$ cat config.mk
export PLATFORM = sky130hd
export DESIGN_NAME = erase_cmd_seq
export DESIGN_NICKNAME = d
export VERILOG_FILES = /design/src/rtl/erase_seq_pkg.sv /design/src/rtl/erase_cmd_match.sv /design/src/rtl/erase_step_fsm.sv /design/src/rtl/erase_busy_timer.sv /design/src/rtl/erase_cmd_seq.sv
export SDC_FILE = /design/constraint.sdc
export NUM_CORES = 1
export LEC_CHECK = 0
export BUFFER_PORTS_ARGS = -buffer_cell sky130_fd_sc_hd__buf_2
export CAP_MARGIN = 20
export CORE_UTILIZATION = 45
export CTS_CLUSTER_SIZE = 20
export DETAILED_ROUTE_END_ITERATION = 10
export GPL_TIMING_DRIVEN = 0
export PLACE_DENSITY = 0.77
export SLEW_MARGIN = 20
export SYNTH_ARGS = -nofsm -noshare
export SYNTH_HDL_FRONTEND = slang
export SYNTH_HIERARCHICAL = 1
export SYNTH_SLANG_ARGS = --single-unit
$ cat constraint.sdc
create_clock -name clk -period 2.2 [get_ports clk]
set_input_delay 0.44 -clock clk [delete_from_list [all_inputs] [get_ports clk]]
set_output_delay 0.44 -clock clk [all_outputs]
set_load 0.005 [all_outputs]
$ cat src/rtl/erase_seq_pkg.sv
package erase_seq_pkg;

  typedef enum logic [2:0] {
    ST_IDLE  = 3'd0,
    ST_U1    = 3'd1,
    ST_U2    = 3'd2,
    ST_SETUP = 3'd3,
    ST_U3    = 3'd4,
    ST_U4    = 3'd5
  } step_e;

  localparam logic [15:0] LO_ADDR_A  = 16'h5555;
  localparam logic [15:0] LO_ADDR_B  = 16'h2AAA;
  localparam logic [7:0]  BYTE_KEY_A = 8'hAA;
  localparam logic [7:0]  BYTE_KEY_B = 8'h55;
  localparam logic [7:0]  BYTE_SETUP = 8'h80;
  localparam logic [7:0]  BYTE_ERASE = 8'h30;

  typedef struct packed {
    logic in_range;
    logic hit_key_a;
    logic hit_key_b;
    logic hit_setup;
    logic hit_erase;
  } wr_class_t;

endpackage

$ cat src/rtl/erase_cmd_match.sv
module erase_cmd_match
  import erase_seq_pkg::*;
#(
  parameter int ADDR_W     = 32,
  parameter int ARRAY_BITS = 19,
  parameter logic [ADDR_W-ARRAY_BITS-1:0] MAP_TAG = '1
) (
  input  logic [ADDR_W-1:0] addr_i,
  input  logic [7:0]        data_i,
  output wr_class_t         cls_o
);

  logic [15:0] lo_addr;
  logic        lo_is_a;
  logic        lo_is_b;

  always_comb begin
    lo_addr = addr_i[15:0];
    lo_is_a = (lo_addr == LO_ADDR_A);
    lo_is_b = (lo_addr == LO_ADDR_B);
    cls_o.in_range  = (addr_i[ADDR_W-1:ARRAY_BITS] == MAP_TAG);
    cls_o.hit_key_a = lo_is_a && (data_i == BYTE_KEY_A);
    cls_o.hit_key_b = lo_is_b && (data_i == BYTE_KEY_B);
    cls_o.hit_setup = lo_is_a && (data_i == BYTE_SETUP);
    cls_o.hit_erase = (data_i == BYTE_ERASE);
  end

endmodule

$ cat src/rtl/erase_step_fsm.sv
module erase_step_fsm
  import erase_seq_pkg::*;
(
  input  logic      clk,
  input  logic      rst_n,
  input  logic      clr_i,
  input  logic      wr_en_i,
  input  wr_class_t cls_i,
  output logic      fire_o
);

  step_e step_q;
  step_e step_d;
  step_e restart;

  always_comb begin
    restart = cls_i.hit_key_a ? ST_U1 : ST_IDLE;
    step_d  = step_q;
    fire_o  = 1'b0;
    if (clr_i) begin
      step_d = ST_IDLE;
    end else if (wr_en_i) begin
      unique case (step_q)
        ST_IDLE:  step_d = cls_i.hit_key_a ? ST_U1 : ST_IDLE;
        ST_U1:    step_d = cls_i.hit_key_b ? ST_U2 : restart;
        ST_U2:    step_d = cls_i.hit_setup ? ST_SETUP : restart;
        ST_SETUP: step_d = cls_i.hit_key_a ? ST_U3 : restart;
        ST_U3:    step_d = cls_i.hit_key_b ? ST_U4 : restart;
        ST_U4: begin
          if (cls_i.hit_erase) begin
            step_d = ST_IDLE;
            fire_o = 1'b1;
          end else begin
            step_d = restart;
          end
        end
        default:  step_d = ST_IDLE;
      endcase
    end
  end

  always_ff @(posedge clk or negedge rst_n) begin
    if (!rst_n) step_q <= ST_IDLE;
    else        step_q <= step_d;
  end

  // clear wins and lands in idle
  p_clr_idle_r10: assert property (@(posedge clk) disable iff (!rst_n)
    clr_i |=> step_q == ST_IDLE);
  // no enabled write, no movement
  p_hold_idle_write_r9: assert property (@(posedge clk) disable iff (!rst_n)
    (!wr_en_i && !clr_i) |=> $stable(step_q));
  // an erase start always leaves the sequence idle
  p_fire_to_idle_r2: assert property (@(posedge clk) disable iff (!rst_n)
    fire_o |=> step_q == ST_IDLE);
  // a mismatching first-unlock write leaves step 1 done
  p_restart_step1_r7: assert property (@(posedge clk) disable iff (!rst_n)
    (wr_en_i && !clr_i && cls_i.hit_key_a && step_q != ST_SETUP) |=> step_q == ST_U1);

endmodule

$ cat src/rtl/erase_busy_timer.sv
module erase_busy_timer #(
  parameter int BUSY_CYCLES = 20
) (
  input  logic clk,
  input  logic rst_n,
  input  logic clr_i,
  input  logic load_i,
  output logic busy_o
);

  localparam int CNT_W = $clog2(BUSY_CYCLES + 1);

  logic [CNT_W-1:0] cnt_q;
  logic [CNT_W-1:0] cnt_d;
  logic             cnt_en;

  always_comb begin
    cnt_en = clr_i || load_i || (cnt_q != '0);
    if (clr_i)        cnt_d = '0;
    else if (load_i)  cnt_d = CNT_W'(BUSY_CYCLES);
    else              cnt_d = cnt_q - 1'b1;
  end

  always_ff @(posedge clk or negedge rst_n) begin
    if (!rst_n)      cnt_q <= '0;
    else if (cnt_en) cnt_q <= cnt_d;
  end

  assign busy_o = (cnt_q != '0);

  // a new erase can only be launched when idle
  p_no_load_busy_r9: assert property (@(posedge clk) disable iff (!rst_n)
    load_i |-> !busy_o);
  // clear drops busy next cycle
  p_clr_drops_busy_r10: assert property (@(posedge clk) disable iff (!rst_n)
    clr_i |=> !busy_o);
  // busy only appears through a load
  p_busy_from_load_r8: assert property (@(posedge clk) disable iff (!rst_n)
    $rose(busy_o) |-> $past(load_i));

endmodule

$ cat src/rtl/erase_cmd_seq.sv
module erase_cmd_seq
  import erase_seq_pkg::*;
#(
  parameter int ADDR_W      = 32,
  parameter int ARRAY_BITS  = 19,
  parameter int SECTOR_BITS = 12,
  parameter int BUSY_CYCLES = 20,
  parameter logic [ADDR_W-ARRAY_BITS-1:0] MAP_TAG = '1,
  localparam int SECT_W = ARRAY_BITS - SECTOR_BITS
) (
  input  logic              clk,
  input  logic              rst_n,
  input  logic              seq_clr,
  input  logic              wr_valid,
  input  logic [ADDR_W-1:0] wr_addr,
  input  logic [7:0]        wr_data,
  output logic              erase_start,
  output logic [SECT_W-1:0] erase_sector,
  output logic              busy
);

  logic              rst_meta;
  logic              rst_ni;
  wr_class_t         cls;
  logic              wr_en;
  logic              fire;
  logic              start_q;
  logic [SECT_W-1:0] sector_q;
  logic [SECT_W-1:0] sector_d;
  logic              start_d;

  always_ff @(posedge clk or negedge rst_n) begin
    if (!rst_n) begin
      rst_meta <= 1'b0;
      rst_ni   <= 1'b0;
    end else begin
      rst_meta <= 1'b1;
      rst_ni   <= rst_meta;
    end
  end

  erase_cmd_match #(
    .ADDR_W    (ADDR_W),
    .ARRAY_BITS(ARRAY_BITS),
    .MAP_TAG   (MAP_TAG)
  ) u_match (
    .addr_i(wr_addr),
    .data_i(wr_data),
    .cls_o (cls)
  );

  assign wr_en = wr_valid && cls.in_range && !busy;

  erase_step_fsm u_fsm (
    .clk    (clk),
    .rst_n  (rst_ni),
    .clr_i  (seq_clr),
    .wr_en_i(wr_en),
    .cls_i  (cls),
    .fire_o (fire)
  );

  erase_busy_timer #(
    .BUSY_CYCLES(BUSY_CYCLES)
  ) u_timer (
    .clk   (clk),
    .rst_n (rst_ni),
    .clr_i (seq_clr),
    .load_i(fire),
    .busy_o(busy)
  );

  always_comb begin
    start_d  = fire;
    sector_d = fire ? wr_addr[ARRAY_BITS-1:SECTOR_BITS] : sector_q;
  end

  always_ff @(posedge clk or negedge rst_ni) begin
    if (!rst_ni) begin
      start_q  <= 1'b0;
      sector_q <= '0;
    end else begin
      start_q  <= start_d;
      sector_q <= sector_d;
    end
  end

  assign erase_start  = start_q;
  assign erase_sector = sector_q;

  // the start pulse lasts a single cycle
  p_start_one_cycle_r2: assert property (@(posedge clk) disable iff (!rst_ni)
    erase_start |=> !erase_start);
  // busy accompanies the pulse
  p_busy_with_start_r8: assert property (@(posedge clk) disable iff (!rst_ni)
    erase_start |-> busy);
  // sector only changes with a start
  p_sector_hold_r3: assert property (@(posedge clk) disable iff (!rst_ni)
    !erase_start |-> $stable(erase_sector));

endmodule

# Yosys cells after proc, flatten, opt, wreduce, memory -nomap -nowiden
# Cells that the tools add are included.
dict set report word_totals {
  register_bits 18
  inputBits 44
  out_inout_bits 9
  elab_cells 45
}
dict set report op_classes {
  addsub 1
  n_eq_ne 12
  mux 15
  reduce_logical 11
}
# cell n
set op_table {}
lappend op_table {{3-bit two-way mux} 7}
lappend op_table {{3-bit case mux with 6 select lines} 1}
lappend op_table {{16-bit by 14-bit equality test with 1-bit output (second input constant)} 1}
lappend op_table {{16-bit by 15-bit equality test with 1-bit output (second input constant)} 1}
lappend op_table {{8-bit equality test (second input constant)} 2}
lappend op_table {{13-bit equality test (second input constant)} 1}
lappend op_table {{5-bit two-way mux} 2}
lappend op_table {{8-bit by 6-bit equality test with 1-bit output (second input constant)} 1}
lappend op_table {{8-bit by 7-bit equality test with 1-bit output (second input constant)} 1}
lappend op_table {{3-bit by 2-bit equality test with 1-bit output (second input constant)} 2}
lappend op_table {{3-bit equality test (second input constant)} 2}
lappend op_table {{1-bit logical AND} 5}
lappend op_table {{1-bit two-way mux} 5}
lappend op_table {{5-bit nonzero test} 1}
lappend op_table {{5-bit by 1-bit subtractor with 5-bit output (second input constant)} 1}
lappend op_table {{3-bit by 1-bit equality test with 1-bit output (second input constant)} 1}
lappend op_table {{3-bit logical NOT} 1}
lappend op_table {{1-bit logical OR} 2}
lappend op_table {{2-bit nonzero test} 1}
lappend op_table {{1-bit logical NOT} 1}

# Longest topological paths before layout
# Gate-level depths: netlist of run 1.
dict set report depth {
  word_depth 7
  depth_mapped 9
}

# Hierarchy
# Netlist of run 1, hierarchy kept.
# module instances cells_per_inst area_each_um2 seq_area_each_um2
set by_module_without_submodules {}
lappend by_module_without_submodules {erase_cmd_seq 1 20 379.1 250.2}
lappend by_module_without_submodules {erase_busy_timer 1 26 270.3 125.1}
lappend by_module_without_submodules {erase_step_fsm 1 26 250.2 75.1}
lappend by_module_without_submodules {erase_cmd_match 1 28 212.7 0.0}

# Worst setup path before layout of run 1
# OpenSTA, ideal clock, no wires.
dict set report synth_path {
  path_type {register to register}
  start {register u_timer.cnt_q[0]}
  end {register sector_q[0] (netlist: erase_sector[0])}
  setup_time_ps 125
  arrival_ps 2649
  t_required_ps 2075
  path_slack_ps -574
  path_stages_with_launch 10
  synth_period_minus_slack_ps 2774
  cell_sequence {dfrtp_1 -> inv_1 -> ha_1 -> or4b_4 -> buf_6 -> and3b_1 -> bufinv_8 -> nor4_1 -> buf_6 -> mux2_4}
}
dict set report synth_between {
  elab_chain_len 5
}
# item line_no
set synth_rtl {}
lappend synth_rtl {{start: declaration} erase_busy_timer.sv:13} ;# logic [CNT_W-1:0] cnt_q;
lappend synth_rtl {{start signal: assignment} erase_busy_timer.sv:26} ;# else if (cnt_en) cnt_q <= cnt_d;
lappend synth_rtl {{5-bit nonzero test} erase_busy_timer.sv:29} ;# assign busy_o = (cnt_q != '0);
lappend synth_rtl {{net busy} erase_cmd_seq.sv:19} ;# output logic busy
lappend synth_rtl {{1-bit logical NOT} erase_cmd_seq.sv:52} ;# assign wr_en = wr_valid && cls.in_range && !busy;
lappend synth_rtl {{1-bit logical AND} erase_cmd_seq.sv:52}
lappend synth_rtl {{net wr_en} erase_cmd_seq.sv:25} ;# logic wr_en;
lappend synth_rtl {{1-bit two-way mux} erase_step_fsm.sv:22} ;# end else if (wr_en_i) begin
lappend synth_rtl {{1-bit two-way mux} erase_step_fsm.sv:20} ;# if (clr_i) begin
lappend synth_rtl {{net fire} erase_cmd_seq.sv:26} ;# logic fire;
lappend synth_rtl {{end signal: assignment} erase_cmd_seq.sv:84} ;# sector_q <= sector_d;
lappend synth_rtl {{end: declaration} erase_cmd_seq.sv:28} ;# logic [SECT_W-1:0] sector_q;
# The timed path passes the listed nets, and every way through them passes these cells.
# A chain may end at the register's enable or synchronous reset.

# Final worst setup path of run 1
dict set report layout_path {
  start {register u_timer.cnt_q[1]}
  end {register sector_q[1] (netlist: erase_sector[1])}
}
dict set report layout_between {
  elab_chain_len 5
}
# item line_no
set layout_rtl {}
lappend layout_rtl {{5-bit nonzero test} erase_busy_timer.sv:29}
lappend layout_rtl {{1-bit logical NOT} erase_cmd_seq.sv:52}
lappend layout_rtl {{1-bit logical AND} erase_cmd_seq.sv:52}
lappend layout_rtl {{net wr_en} erase_cmd_seq.sv:25}
lappend layout_rtl {{1-bit two-way mux} erase_step_fsm.sv:22}
lappend layout_rtl {{1-bit two-way mux} erase_step_fsm.sv:20}
lappend layout_rtl {{net fire} erase_cmd_seq.sv:26}
# The timed path passes the listed nets, and every way through them passes these cells.

==> insert_results.sql, run 1 <==
INSERT INTO impl_metrics (metric_group, metric, value, unit) VALUES
('die', 'die_y', '51.7', 'um'),
('sta', 'tightestPinTransition', '0.610', 'ns'),
('route', 'drt_first_iter_violations', '14', ''),
('route', 'total_iterations_of_the_first_detailed_routing_run', '4', ''),
('synth', 'syn_area', '0.00111', 'mm^2'),
('sta', 'max_slew_margin', '59.4', '%'),
('setup_path', 'arrival', '2.50', 'ns'),
('global_route', 'first_global_vias', '931', ''),
('synth', 'netlist_top_cells_count', '18 x dfrtp_1, 7 x mux2_4, 6 x a21oi_1, 6 x nand2_1', ''),
('sta', 'fin_crit_sh', '106', '%'),
('global_route', 'wire_length_of_the_first_global_routing_pass', '3.95', 'mm'),
('synth', 'synth_xor_xnor_area_share', '2.36', '%'),
('synth', 'syn-num-nets', '145', ''),
('synth', 'post_synth_and_or_nand_nor_area_fraction', '34.0', '%'),
('synth', 'yosys-mux-area-fraction', '9.45', '%'),
('synth', 'synthesis.instances', '100', ''),
('sta', 'clock_tree_skew_after_final_layout', '0.00513', 'ns'),
('route', 'dr_total_vias', '1047', ''),
('synth', 'synth_edf_count', '0', ''),
('global_route', 'grtUsageTotal', '19.7', '%'),
('synth', 'synth_top_family_by_area', 'simple AND/OR/NAND/NOR gates', ''),
('route', 'routed_wl', '2.51', 'mm'),
('layout', 'layout.nets', '210', ''),
('synth', 'synth_top_area_cell', 'dfrtp_1', ''),
('power_and_ir_drop', 'power', '965', 'uW'),
('synth', 'synth_top_cell_area_share', '40.5', '%'),
('sta', 'rsz0062_at_grt', 'true', ''),
('route', 'route.detailed.vias_per_inst', '5.45', ''),
('sta', 'timing.fmax', '430', 'MHz'),
('setup_path', 'crit_path_start_kind', 'flop', ''),
('sta', 'finalSetupViolCount', '8', ''),
('die', 'die-area', '0.00267', 'mm^2'),
('sta', 'total_negative_setup_slack', '-0.940', 'ns'),
('placed_design', 'placed_wire_length_estimate', '1.94', 'mm'),
('setup_path', 'timing_worst_setup_path_type', 'reg -> reg', ''),
('synth', 'synth_adder_area_share', '1.12', '%'),
('synth', 'synth_compound_gate_area_share', '6.97', '%'),
('setup_path', 'worstSetupEndpointType', 'flop', ''),
('cts', 'numCtsBuffers', '3', ''),
('route', 'wl_per_cell', '13.1', 'um'),
('placed_design', 'numPortBuffers', '52', ''),
('setup_path', 'required', '2.37', 'ns'),
('die', 'fp.coreArea', '0.00228', 'mm^2'),
('die', 'fp-row-count', '17', ''),
('synth', 'yosys.cell_count.top_type', 'dfrtp_1', ''),
('global_route', 'grt_max_degree', '17', ''),
('power_and_ir_drop', 'peakVddDrop', '0.616', 'mV'),
('sta', 'final_max_slew_viol_count', '0', ''),
('layout', 'n_antenna_cell', '0', ''),
('cts', 'clk_path_buf_depth', '2', ''),
('run_status', 'violations_in_the_final_reports', 'negative setup slack', ''),
('synth', 'synth.ff_latch_count', '18', ''),
('die', 'starting_utilization_of_the_core_area', '48.9', '%'),
('sta', 'timing.final.ws_setup', '-0.127', 'ns'),
('global_route', 'grt_remaining_overflow', '0', ''),
('synth', 'async_set_or_reset_register_ratio_after_synthesis', '100', '%'),
('cts', 'cts.htree.levels', '1', ''),
('die', 'die-width', '51.7', 'um'),
('synth', 'synth.avg_cell_area', '11.1', 'um^2'),
('hold_path', 'min-delay-path-class', 'reg -> async', ''),
('route', 'detail-route-antenna-nets', '0', ''),
('cts', 'clock-root-buffer', 'clkbuf_4', ''),
('synth', 'synthTopCellsByArea', 'dfrtp_1 40%, mux2_4 9.4%, and4bb_2 3.4%', ''),
('power_and_ir_drop', 'p_leak', '0.735', 'nW'),
('synth', 'netlist-cell-type-count', '39', ''),
('setup_path', 'critPathMaxFanout', '7', ''),
('synth', 'synth_seq_area_share', '40.5', '%'),
('cts', 'clkLatencyLatePin', '0.28', 'ns'),
('cts', 'cts.sink_count', '18', ''),
('route', 'drc', '0', ''),
('cts', 'clock_tree_from_tritoncts', 'built', ''),
('global_route', 'antenna_found_initial', '0', ''),
('placed_design', 'gp_congestion', '0.789', ''),
('run', 'drv_cap', '0', ''),
('cts', 'cts.reportedPaths.clkPinSlew', '0.10', 'ns'),
('layout', 'syn2layout_area_growth', '38.0', '%'),
('sta', 'number_of_failing_hold_endpoints_at_the_final_stage', '0', ''),
('synth', 'yosysWarningCount', '6', ''),
('die', 'top_level_ports', '53', ''),
('power_and_ir_drop', 'cellPowerDensity', '628', 'mW/mm^2'),
('layout', 'layout-drive-gt1-share', '55.5', '%'),
('run_status', 'outcome', 'finished with violations', ''),
('sta', 'post-route-min-period', '2.33', 'ns'),
('synth', 'synthFlopType', 'dfrtp_1', '');
-- cell usage in the layout (no fill, tap or decap), drive strengths merged, types with 2 or more instances in the layout --
master	Yosys	routed
a211oi	2	2
mux2	7	7
nand2	6	6
nand3b	3	3
nor2	4	4
or4b	2	2
and4bb	4	4
nand2b	3	3
nand4b	2	2
buf	3	62
nor3	4	4
a21oi	6	6
inv	2	3
xnor2	2	2
nor4	4	4
nor4bb	3	3
or4	2	2
and3b	3	3
nor3b	2	2
o21ai	3	3
nand3	3	3
dfrtp	18	18
nand4	2	2
clkbuf	0	4
-- area by class of cell --
cell class	count	area, um^2
Timing Repair Buffer	61	330
Inverter	3	18.8
Tap cell	28	35.0
Sequential cell	18	450
Fill cell	187	741
Clock buffer	4	36.3
Multi-Input combinational cell	76	642
Buffer	2	22.5
-- state kept, by name (all words and copies together) (netlist names) --
name / count
erase_sector: 7
u_timer/cnt_q: 5
rst_ni: 1
u_fsm/step_q: 3
erase_start: 1
rst_meta: 1
-- logic make-up (layout without fill, tap and decap cells) --
kind of cell    count (synthesis)  count (layout)
simple gates                   52              52
flops                          18              18
compound gates                 12              12
mux                             7               7
buf+inv                         6              70
xor+xnor                        3               3
fa+ha+maj                       1               1
other cells                     1               1
-- where the power goes --
group / total [mW] / internal [mW] / switching [mW]
combinational: 0.378 / 0.222 / 0.157
clock: 0.193 / 0.100 / 0.0924
sequential: 0.393 / 0.362 / 0.0319
total: 0.965 / 0.684 / 0.281
-- worst max-delay path, cell delays in order (launching register included) --
cell and delay, ns:
dfrtp_1 0.41, inv_2 0.07, ha_4 0.11, or4b_4 0.45
and3b_2 0.33, inv_8 0.05, nor4_4 0.28, buf_6 0.20
mux2_4 0.30
-- per-layer routing --
metal / wire length [um] / global-route usage [%]
met5: 0 / 0
met4: 0 / 2.70
met3: 135 / 2.63
met2: 1240 / 34.2
met1: 1130 / 26.6
-- stage by stage --
stage | hold WS (ns) | setup WS, ns | instances | util (%) | area, um^2
floorplan | 0.144 | -0.312 | 100 | - | 1130
global placement | 0.225 | -0.449 | 180 | 62.6 | 1430
detailed placement | 0.227 | -0.498 | 180 | 62.6 | 1430
CTS | 0.280 | -0.170 | 189 | 66.1 | 1510
global route | 0.328 | -0.209 | 192 | 67.5 | 1540
finish | 0.257 | -0.127 | 192 | 67.5 | 1540
-- timing repair --
item                                   in CTS  in global routing
gates cloned                                0                  0
setup endpoints to repair                  13                 13
hold buffers                                1                  0
gates resized for setup                     6                  2
buffers inserted                            5                  3
pin swaps                                   4                  4
endpoints found under the hold margin       2                  0
-- path summary, 6_finish.rpt --
check / start / to / slack, ns / depth (start not counted)
worst max-delay path: u_timer/cnt_q[1] / erase_sector[1] / -0.13 / 8
worst min-delay path: rst_ni / u_timer/cnt_q[0] / 0.26 / 0
worst max register to register: u_timer/cnt_q[1] / erase_sector[1] / -0.13 / 8
worst min register to register: rst_ni / u_timer/cnt_q[0] / 0.26 / 0
max in group asynchronous: rst_ni / u_fsm/step_q[0] / 1.55 / 0
min in group clk: rst_meta / rst_ni / 0.37 / 0
No activity file was read; power rests on OpenSTA's default activity.
==> run 2: changes to the inputs <==
--- a/config.mk
+++ b/config.mk
@@ -7,11 +7,10 @@
 export LEC_CHECK = 0
 export BUFFER_PORTS_ARGS = -buffer_cell sky130_fd_sc_hd__buf_2
 export CAP_MARGIN = 20
-export CORE_UTILIZATION = 45
+export CORE_UTILIZATION = 41
 export CTS_CLUSTER_SIZE = 20
 export DETAILED_ROUTE_END_ITERATION = 10
-export GPL_TIMING_DRIVEN = 0
-export PLACE_DENSITY = 0.77
+export PLACE_DENSITY = 0.74
 export SLEW_MARGIN = 20
 export SYNTH_ARGS = -nofsm -noshare
 export SYNTH_HDL_FRONTEND = slang
==> constraint.sdc (replaced) <==
create_clock -name clk -period 2.1 [get_ports clk]
set_input_delay 0.42 -clock clk [delete_from_list [all_inputs] [get_ports clk]]
set_output_delay 0.42 -clock clk [all_outputs]
set_load 0.005 [all_outputs]
==> run 2 against run 1 <==
Effect of this change:
- the run still ends with negative setup slack left
- non-clock buffer count grew 6
- cell count up 3.6%
- sequential share of layout area fell by 0.86 points
- global-route usage down 1.8 points
- clock power decreased by 16%
- clock skew decreased by 0.0037 ns
- clock-buffer cell count fell by 1
- power grew 2.8%
- first-iteration DRC count shrank 50%
- combinational power grew 13%
- critical path type unchanged
- largest cell class unchanged
==> insert_results.sql, run 2 (synthesized netlist as in run 1, its figures left out) <==
INSERT INTO impl_metrics (metric_group, metric, value, unit) VALUES
('setup_path', 'required', '2.28', 'ns'),
('global_route', 'antenna_found_initial', '0', ''),
('sta', 'max_slew_margin', '57.2', '%'),
('sta', 'finalSetupViolCount', '15', ''),
('route', 'routed_wl', '2.49', 'mm'),
('global_route', 'grt_max_degree', '17', ''),
('setup_path', 'r2r_end', 'erase_sector[6]', ''),
('route', 'route.detailed.vias_per_inst', '5.22', ''),
('setup_path', 'arrival', '2.47', 'ns'),
('sta', 'post-route-min-period', '2.30', 'ns'),
('die', 'die-area', '0.00293', 'mm^2'),
('layout', 'layout.nets', '216', ''),
('placed_design', 'gp_congestion', '0.820', ''),
('cts', 'clock_tree_from_tritoncts', 'built', ''),
('setup_path', 'crit_path_start_kind', 'flop', ''),
('power_and_ir_drop', 'power', '992', 'uW'),
('placed_design', 'placed_wire_length_estimate', '2.04', 'mm'),
('global_route', 'grt_remaining_overflow', '0', ''),
('layout', 'layout-drive-gt1-share', '57.4', '%'),
('layout', 'largest_register_ffs', '7', ''),
('run', 'drv_cap', '0', ''),
('cts', 'clk_path_buf_depth', '2', ''),
('global_route', 'first_global_vias', '902', ''),
('global_route', 'wire_length_of_the_first_global_routing_pass', '3.74', 'mm'),
('route', 'met3_length', '60', 'um'),
('route', 'drc', '0', ''),
('sta', 'timing.fmax', '435', 'MHz'),
('die', 'starting_utilization_of_the_core_area', '44.1', '%'),
('run_status', 'violations_in_the_final_reports', 'negative setup slack', ''),
('setup_path', 'worst_r2r_path_depth', '8', ''),
('power_and_ir_drop', 'peakVddDrop', '0.547', 'mV'),
('cts', 'cts.htree.levels', '1', ''),
('die', 'die_y', '54.1', 'um'),
('global_route', 'grtUsageTotal', '17.9', '%'),
('cts', 'cts.sink_count', '18', ''),
('setup_path', 'timing_worst_setup_path_type', 'reg -> reg', ''),
('cts', 'clkLatencyLatePin', '0.28', 'ns'),
('run_status', 'outcome', 'finished with violations', ''),
('placed_design', 'place.detailed.instances', '190', ''),
('sta', 'hold-worst-slack', '0.269', 'ns'),
('die', 'die-width', '54.1', 'um'),
('route', 'met1Wirelength', '1.05', 'mm'),
('layout', 'fin_cells', '199', ''),
('die', 'top_level_ports', '53', ''),
('route', 'detail-route-antenna-nets', '0', ''),
('layout', 'most_used_cells_in_the_layout_excluding_fill_and_tap_cells', '52 x buf_2, 18 x dfrtp_1, 13 x buf_4', ''),
('cts', 'clock-root-buffer', 'clkbuf_4', ''),
('setup_path', 'timing.reg2reg.setup_slack', '-0.20', 'ns'),
('placed_design', 'numPortBuffers', '52', ''),
('route', 'drt_first_iter_violations', '7', ''),
('cts', 'numCtsBuffers', '3', ''),
('route', 'highest-signal-layer', 'met4', ''),
('die', 'fp.coreArea', '0.00252', 'mm^2'),
('sta', 'fin_crit_sh', '109', '%'),
('layout', 'fillerInstances', '215', ''),
('route', 'wl_per_cell', '12.5', 'um'),
('sta', 'final_max_slew_viol_count', '0', ''),
('hold_path', 'min-delay-path-class', 'reg -> async', ''),
('die', 'fp-row-count', '18', ''),
('route', 'total_iterations_of_the_first_detailed_routing_run', '4', ''),
('placed_design', 'place_ws', '-0.254', 'ns'),
('sta', 'timing.final.ws_setup', '-0.199', 'ns'),
('setup_path', 'worstSetupEndpointType', 'flop', ''),
('sta', 'tightestPinTransition', '0.642', 'ns'),
('setup_path', 'worst_setup_path_startpoint', 'u_timer/cnt_q[0]', ''),
('layout', 'syn2layout_area_growth', '42.2', '%'),
('route', 'detailroute.wirelength.met2', '1.35', 'mm'),
('sta', 'rsz0062_at_grt', 'true', ''),
('layout', 'n_antenna_cell', '0', ''),
('power_and_ir_drop', 'cellPowerDensity', '627', 'mW/mm^2'),
('setup_path', 'critPathMaxFanout', '5', ''),
('setup_path', 'regToRegStartpoint', 'u_timer/cnt_q[0]', ''),
('setup_path', 'crit_end', 'erase_sector[6]', ''),
('sta', 'number_of_failing_hold_endpoints_at_the_final_stage', '0', ''),
('cts', 'cts.reportedPaths.clkPinSlew', '0.09', 'ns'),
('route', 'dr_total_vias', '1038', ''),
('layout', 'layout_commonest_cell', 'buf_2', ''),
('sta', 'clock_tree_skew_after_final_layout', '0.00145', 'ns'),
('power_and_ir_drop', 'p_leak', '0.767', 'nW');
run 2: stage by stage:
stage / area (um^2) / utilization [%] / TNS, ns
detailed placement: 1480 / 58.5 / -2.60
global route: 1580 / 62.7 / -3.50
global placement: 1480 / 58.5 / -1.75
floorplan: 1130 / - / -3.63
finish: 1580 / 62.7 / -2.02
CTS: 1520 / 60.4 / -1.70
run 2: what timing repair did:
action                                  CTS  global route
setup buffers                             2             3
pin swaps                                 1             7
endpoints found under the setup margin   14            17
hold endpoints to repair                  2             0
gates resized for setup                   0            11
hold buffers                              1             0
run 2: cell type report:
type | count | area (um^2) | area share (%)
Multi-Input combinational cell | 76 | 644 | 40.7
Sequential cell | 18 | 450 | 28.5
Timing Repair Buffer | 69 | 402 | 25.4
Tap cell | 30 | 37.5 | 2.37
Inverter | 3 | 25.0 | 1.58
Clock buffer | 3 | 22.5 | 1.42
run 2: how the worst min path moves through the flow:
stage                     startpoint          endpoint  cells after the start
after global placement         rst_n          rst_meta                      1
final                         rst_ni  u_timer/cnt_q[1]                      0
after floorplan                rst_n          rst_meta                      0
after detailed placement       rst_n          rst_meta                      1
after CTS                     rst_ni  u_timer/cnt_q[1]                      0
after global routing          rst_ni  u_timer/cnt_q[1]                      0
run 2: critical path, stage by stage, from the launching register on:
cell and delay [ns]:
dfrtp_1 0.39, inv_1 0.06, ha_2 0.16, or4b_4 0.45, and3b_1 0.26, bufinv_8 0.19
nor4_4 0.16, buf_4 0.20, mux2_4 0.30
run 2: where the power goes:
| group | leakage (nW) | switching, mW | total, mW | internal [mW] |
|---|---|---|---|---|
| clock network | 0.0138 | 0.0951 | 0.162 | 0.0666 |
| registers | 0.243 | 0.0233 | 0.402 | 0.379 |
| logic | 0.510 | 0.175 | 0.428 | 0.253 |
run 2: per-layer routing:
layer	global-route usage [%]	vias to the layer above
li1	-	514
met1	22.4	500
met2	30.9	22
met3	2.82	2
met4	6.41	0
met5	0	-
==> run 3: changes to the inputs <==
--- a/config.mk
+++ b/config.mk
@@ -6,11 +6,10 @@
 export NUM_CORES = 1
 export LEC_CHECK = 0
 export BUFFER_PORTS_ARGS = -buffer_cell sky130_fd_sc_hd__buf_2
-export CAP_MARGIN = 20
 export CORE_UTILIZATION = 41
 export CTS_CLUSTER_SIZE = 20
 export DETAILED_ROUTE_END_ITERATION = 10
-export PLACE_DENSITY = 0.74
+export PLACE_DENSITY = 0.82
 export SLEW_MARGIN = 20
 export SYNTH_ARGS = -nofsm -noshare
 export SYNTH_HDL_FRONTEND = slang
==> constraint.sdc (replaced) <==
create_clock -name clk -period 2.1 [get_ports clk]
set_input_delay 0.315 -clock clk [delete_from_list [all_inputs] [get_ports clk]]
set_output_delay 0.315 -clock clk [all_outputs]
set_load 0.005 [all_outputs]
==> run 3 against run 2 <==
Effect of this change:
- power increased by 10%
- worst setup slack got worse by 0.10 ns
- register-to-register slack got worse by 0.10 ns
- non-clock buffer count increased by 3
- flip-flop and latch count unchanged
- the run still ends with negative setup slack left
==> insert_results.sql, run 3 (synthesized netlist as in run 1, its figures left out) <==
INSERT INTO impl_metrics (metric_group, metric, value, unit) VALUES
('sta', 'max_slew_margin', '56.9', '%'),
('sta', 'final_max_slew_viol_count', '0', ''),
('route', 'drc', '0', ''),
('setup_path', 'regToRegStartpoint', 'u_timer/cnt_q[1]', ''),
('setup_path', 'worst_setup_path_startpoint', 'u_timer/cnt_q[1]', ''),
('power_and_ir_drop', 'p_leak', '0.796', 'nW'),
('die', 'die-width', '54.1', 'um'),
('sta', 'fin_crit_sh', '114', '%'),
('route', 'dr_total_vias', '1089', ''),
('die', 'top_level_ports', '53', ''),
('sta', 'total_negative_setup_slack', '-3.16', 'ns'),
('sta', 'timing.fmax', '417', 'MHz'),
('layout', 'post-route-cell-area', '0.00164', 'mm^2'),
('global_route', 'antenna_found_initial', '0', ''),
('layout', 'layout.nets', '219', ''),
('hold_path', 'critical_hold_path_startpoint', 'wr_addr[18]', ''),
('cts', 'clkLatencyLatePin', '0.28', 'ns'),
('layout', 'n_antenna_cell', '0', ''),
('global_route', 'wire_length_of_the_first_global_routing_pass', '4.38', 'mm'),
('route', 'drt_first_iter_violations', '39', ''),
('setup_path', 'worstSetupEndpointType', 'flop', ''),
('layout', 'layout-drive-gt1-share', '57.8', '%'),
('hold_path', 'min-delay-path-class', 'in -> reg', ''),
('cts', 'cts.sink_count', '18', ''),
('run', 'drv_cap', '0', ''),
('cts', 'clk_path_buf_depth', '2', ''),
('placed_design', 'place_ws', '-0.283', 'ns'),
('die', 'die-area', '0.00293', 'mm^2'),
('setup_path', 'timing_worst_setup_path_type', 'reg -> reg', ''),
('sta', 'clock_tree_skew_after_final_layout', '0.00235', 'ns'),
('placed_design', 'gp_congestion', '0.891', ''),
('sta', 'tightestPinTransition', '0.646', 'ns'),
('die', 'die_y', '54.1', 'um'),
('route', 'total_iterations_of_the_first_detailed_routing_run', '4', ''),
('route', 'routed_wl', '3.07', 'mm'),
('sta', 'finalSetupViolCount', '15', ''),
('layout', 'fillerInstances', '190', ''),
('global_route', 'grtUsageTotal', '21.0', '%'),
('route', 'route.detailed.vias_per_inst', '5.36', ''),
('layout', 'ff_latch_area', '450', 'um^2'),
('run_status', 'violations_in_the_final_reports', 'negative setup slack', ''),
('layout', 'multi_input_comb_area', '642', 'um^2'),
('die', 'starting_utilization_of_the_core_area', '44.1', '%'),
('power_and_ir_drop', 'cellPowerDensity', '667', 'mW/mm^2'),
('die', 'fp.coreArea', '0.00252', 'mm^2'),
('placed_design', 'placed_wire_length_estimate', '2.08', 'mm'),
('sta', 'post-route-min-period', '2.40', 'ns'),
('layout', 'layout_commonest_cell', 'buf_2', ''),
('sta', 'rsz0062_at_grt', 'true', ''),
('cts', 'clock_tree_from_tritoncts', 'built', ''),
('power_and_ir_drop', 'peakVddDrop', '0.662', 'mV'),
('setup_path', 'required', '2.28', 'ns'),
('sta', 'number_of_failing_hold_endpoints_at_the_final_stage', '0', ''),
('route', 'wl_per_cell', '15.1', 'um'),
('layout', 'most_used_cells_in_the_layout_excluding_fill_and_tap_cells', '52 x buf_2, 18 x dfrtp_1, 14 x buf_4', ''),
('cts', 'cts.reportedPaths.clkPinSlew', '0.10', 'ns'),
('global_route', 'grt_remaining_overflow', '0', ''),
('sta', 'timing.final.ws_setup', '-0.299', 'ns'),
('cts', 'cts.htree.levels', '1', ''),
('die', 'fp-row-count', '18', ''),
('setup_path', 'critPathMaxFanout', '4', ''),
('route', 'detail-route-antenna-nets', '0', ''),
('setup_path', 'crit_path_start_kind', 'flop', ''),
('cts', 'numCtsBuffers', '3', ''),
('global_route', 'first_global_vias', '1024', ''),
('cts', 'clock-root-buffer', 'clkbuf_4', ''),
('global_route', 'grt_max_degree', '17', ''),
('placed_design', 'numPortBuffers', '52', ''),
('placed_design', 'dpl_cell_area', '0.00147', 'mm^2'),
('setup_path', 'arrival', '2.58', 'ns'),
('layout', 'syn2layout_area_growth', '47.1', '%'),
('run_status', 'outcome', 'finished with violations', ''),
('layout', 'largest_register_ffs', '7', ''),
('sta', 'hold-worst-slack', '0.258', 'ns');
## run 3: per-layer routing
metal / global-route usage (%) / vias up / part of all wire [%]
met5: 0 / - / 0
met4: 5.56 / 0 / 0.62
li1: - / 521 / -
met3: 2.82 / 2 / 7.2
met1: 29.0 / 512 / 42
met2: 34.2 / 54 / 50
## run 3: cell type report
class / instances / share of cell area [%]
repair buffers: 72 / 27.2
well taps: 30 / 2.29
multi-input cells: 76 / 39.2
flip-flops and latches: 18 / 27.5
clock buffers: 4 / 2.22
inverters: 3 / 1.53
## run 3: timing repair
action	CTS	global route
cloned	1	0
setup buffers	5	5
hold endpoints to repair	2	0
pin swaps	7	3
setup endpoints to repair	13	16
hold buffers	1	0
resized for setup	8	4
## run 3: final timing paths
path,to,slack [ns],depth (start not counted)
setup / recovery,erase_sector[6],-0.30,9
hold / removal,erase_sector[6],0.26,2
setup reg to reg,erase_sector[6],-0.30,9
hold reg to reg,erase_sector[3],0.27,0
max in group asynchronous,u_timer/cnt_q[4],1.42,0
min in group asynchronous,erase_sector[3],0.27,0
## run 3: worst max-delay path, stage by stage, from the launching register on
cell and delay, ns:
dfrtp_1 0.40, inv_1 0.06, ha_2 0.17, or4b_4 0.46
and3b_1 0.26, bufinv_8 0.19, nor4_4 0.17, buf_4 0.17
clkbuf_16 0.13, mux2_4 0.28
## run 3: power breakdown
part	internal, mW	total (mW)	switching [mW]
combinational	0.284	0.480	0.195
sequential	0.379	0.405	0.0260
clock	0.105	0.208	0.102
total	0.768	1.09	0.324
## run 3: through the flow
step	instances	power, mW	utilization [%]
2_1_floorplan	100	0.646	-
3_3_place_gp	188	0.760	58.4
3_5_place_dp	188	0.782	58.4
4_1_cts	199	1.02	64.0
5_1_grt	203	1.16	64.9
6_report	203	1.09	64.9
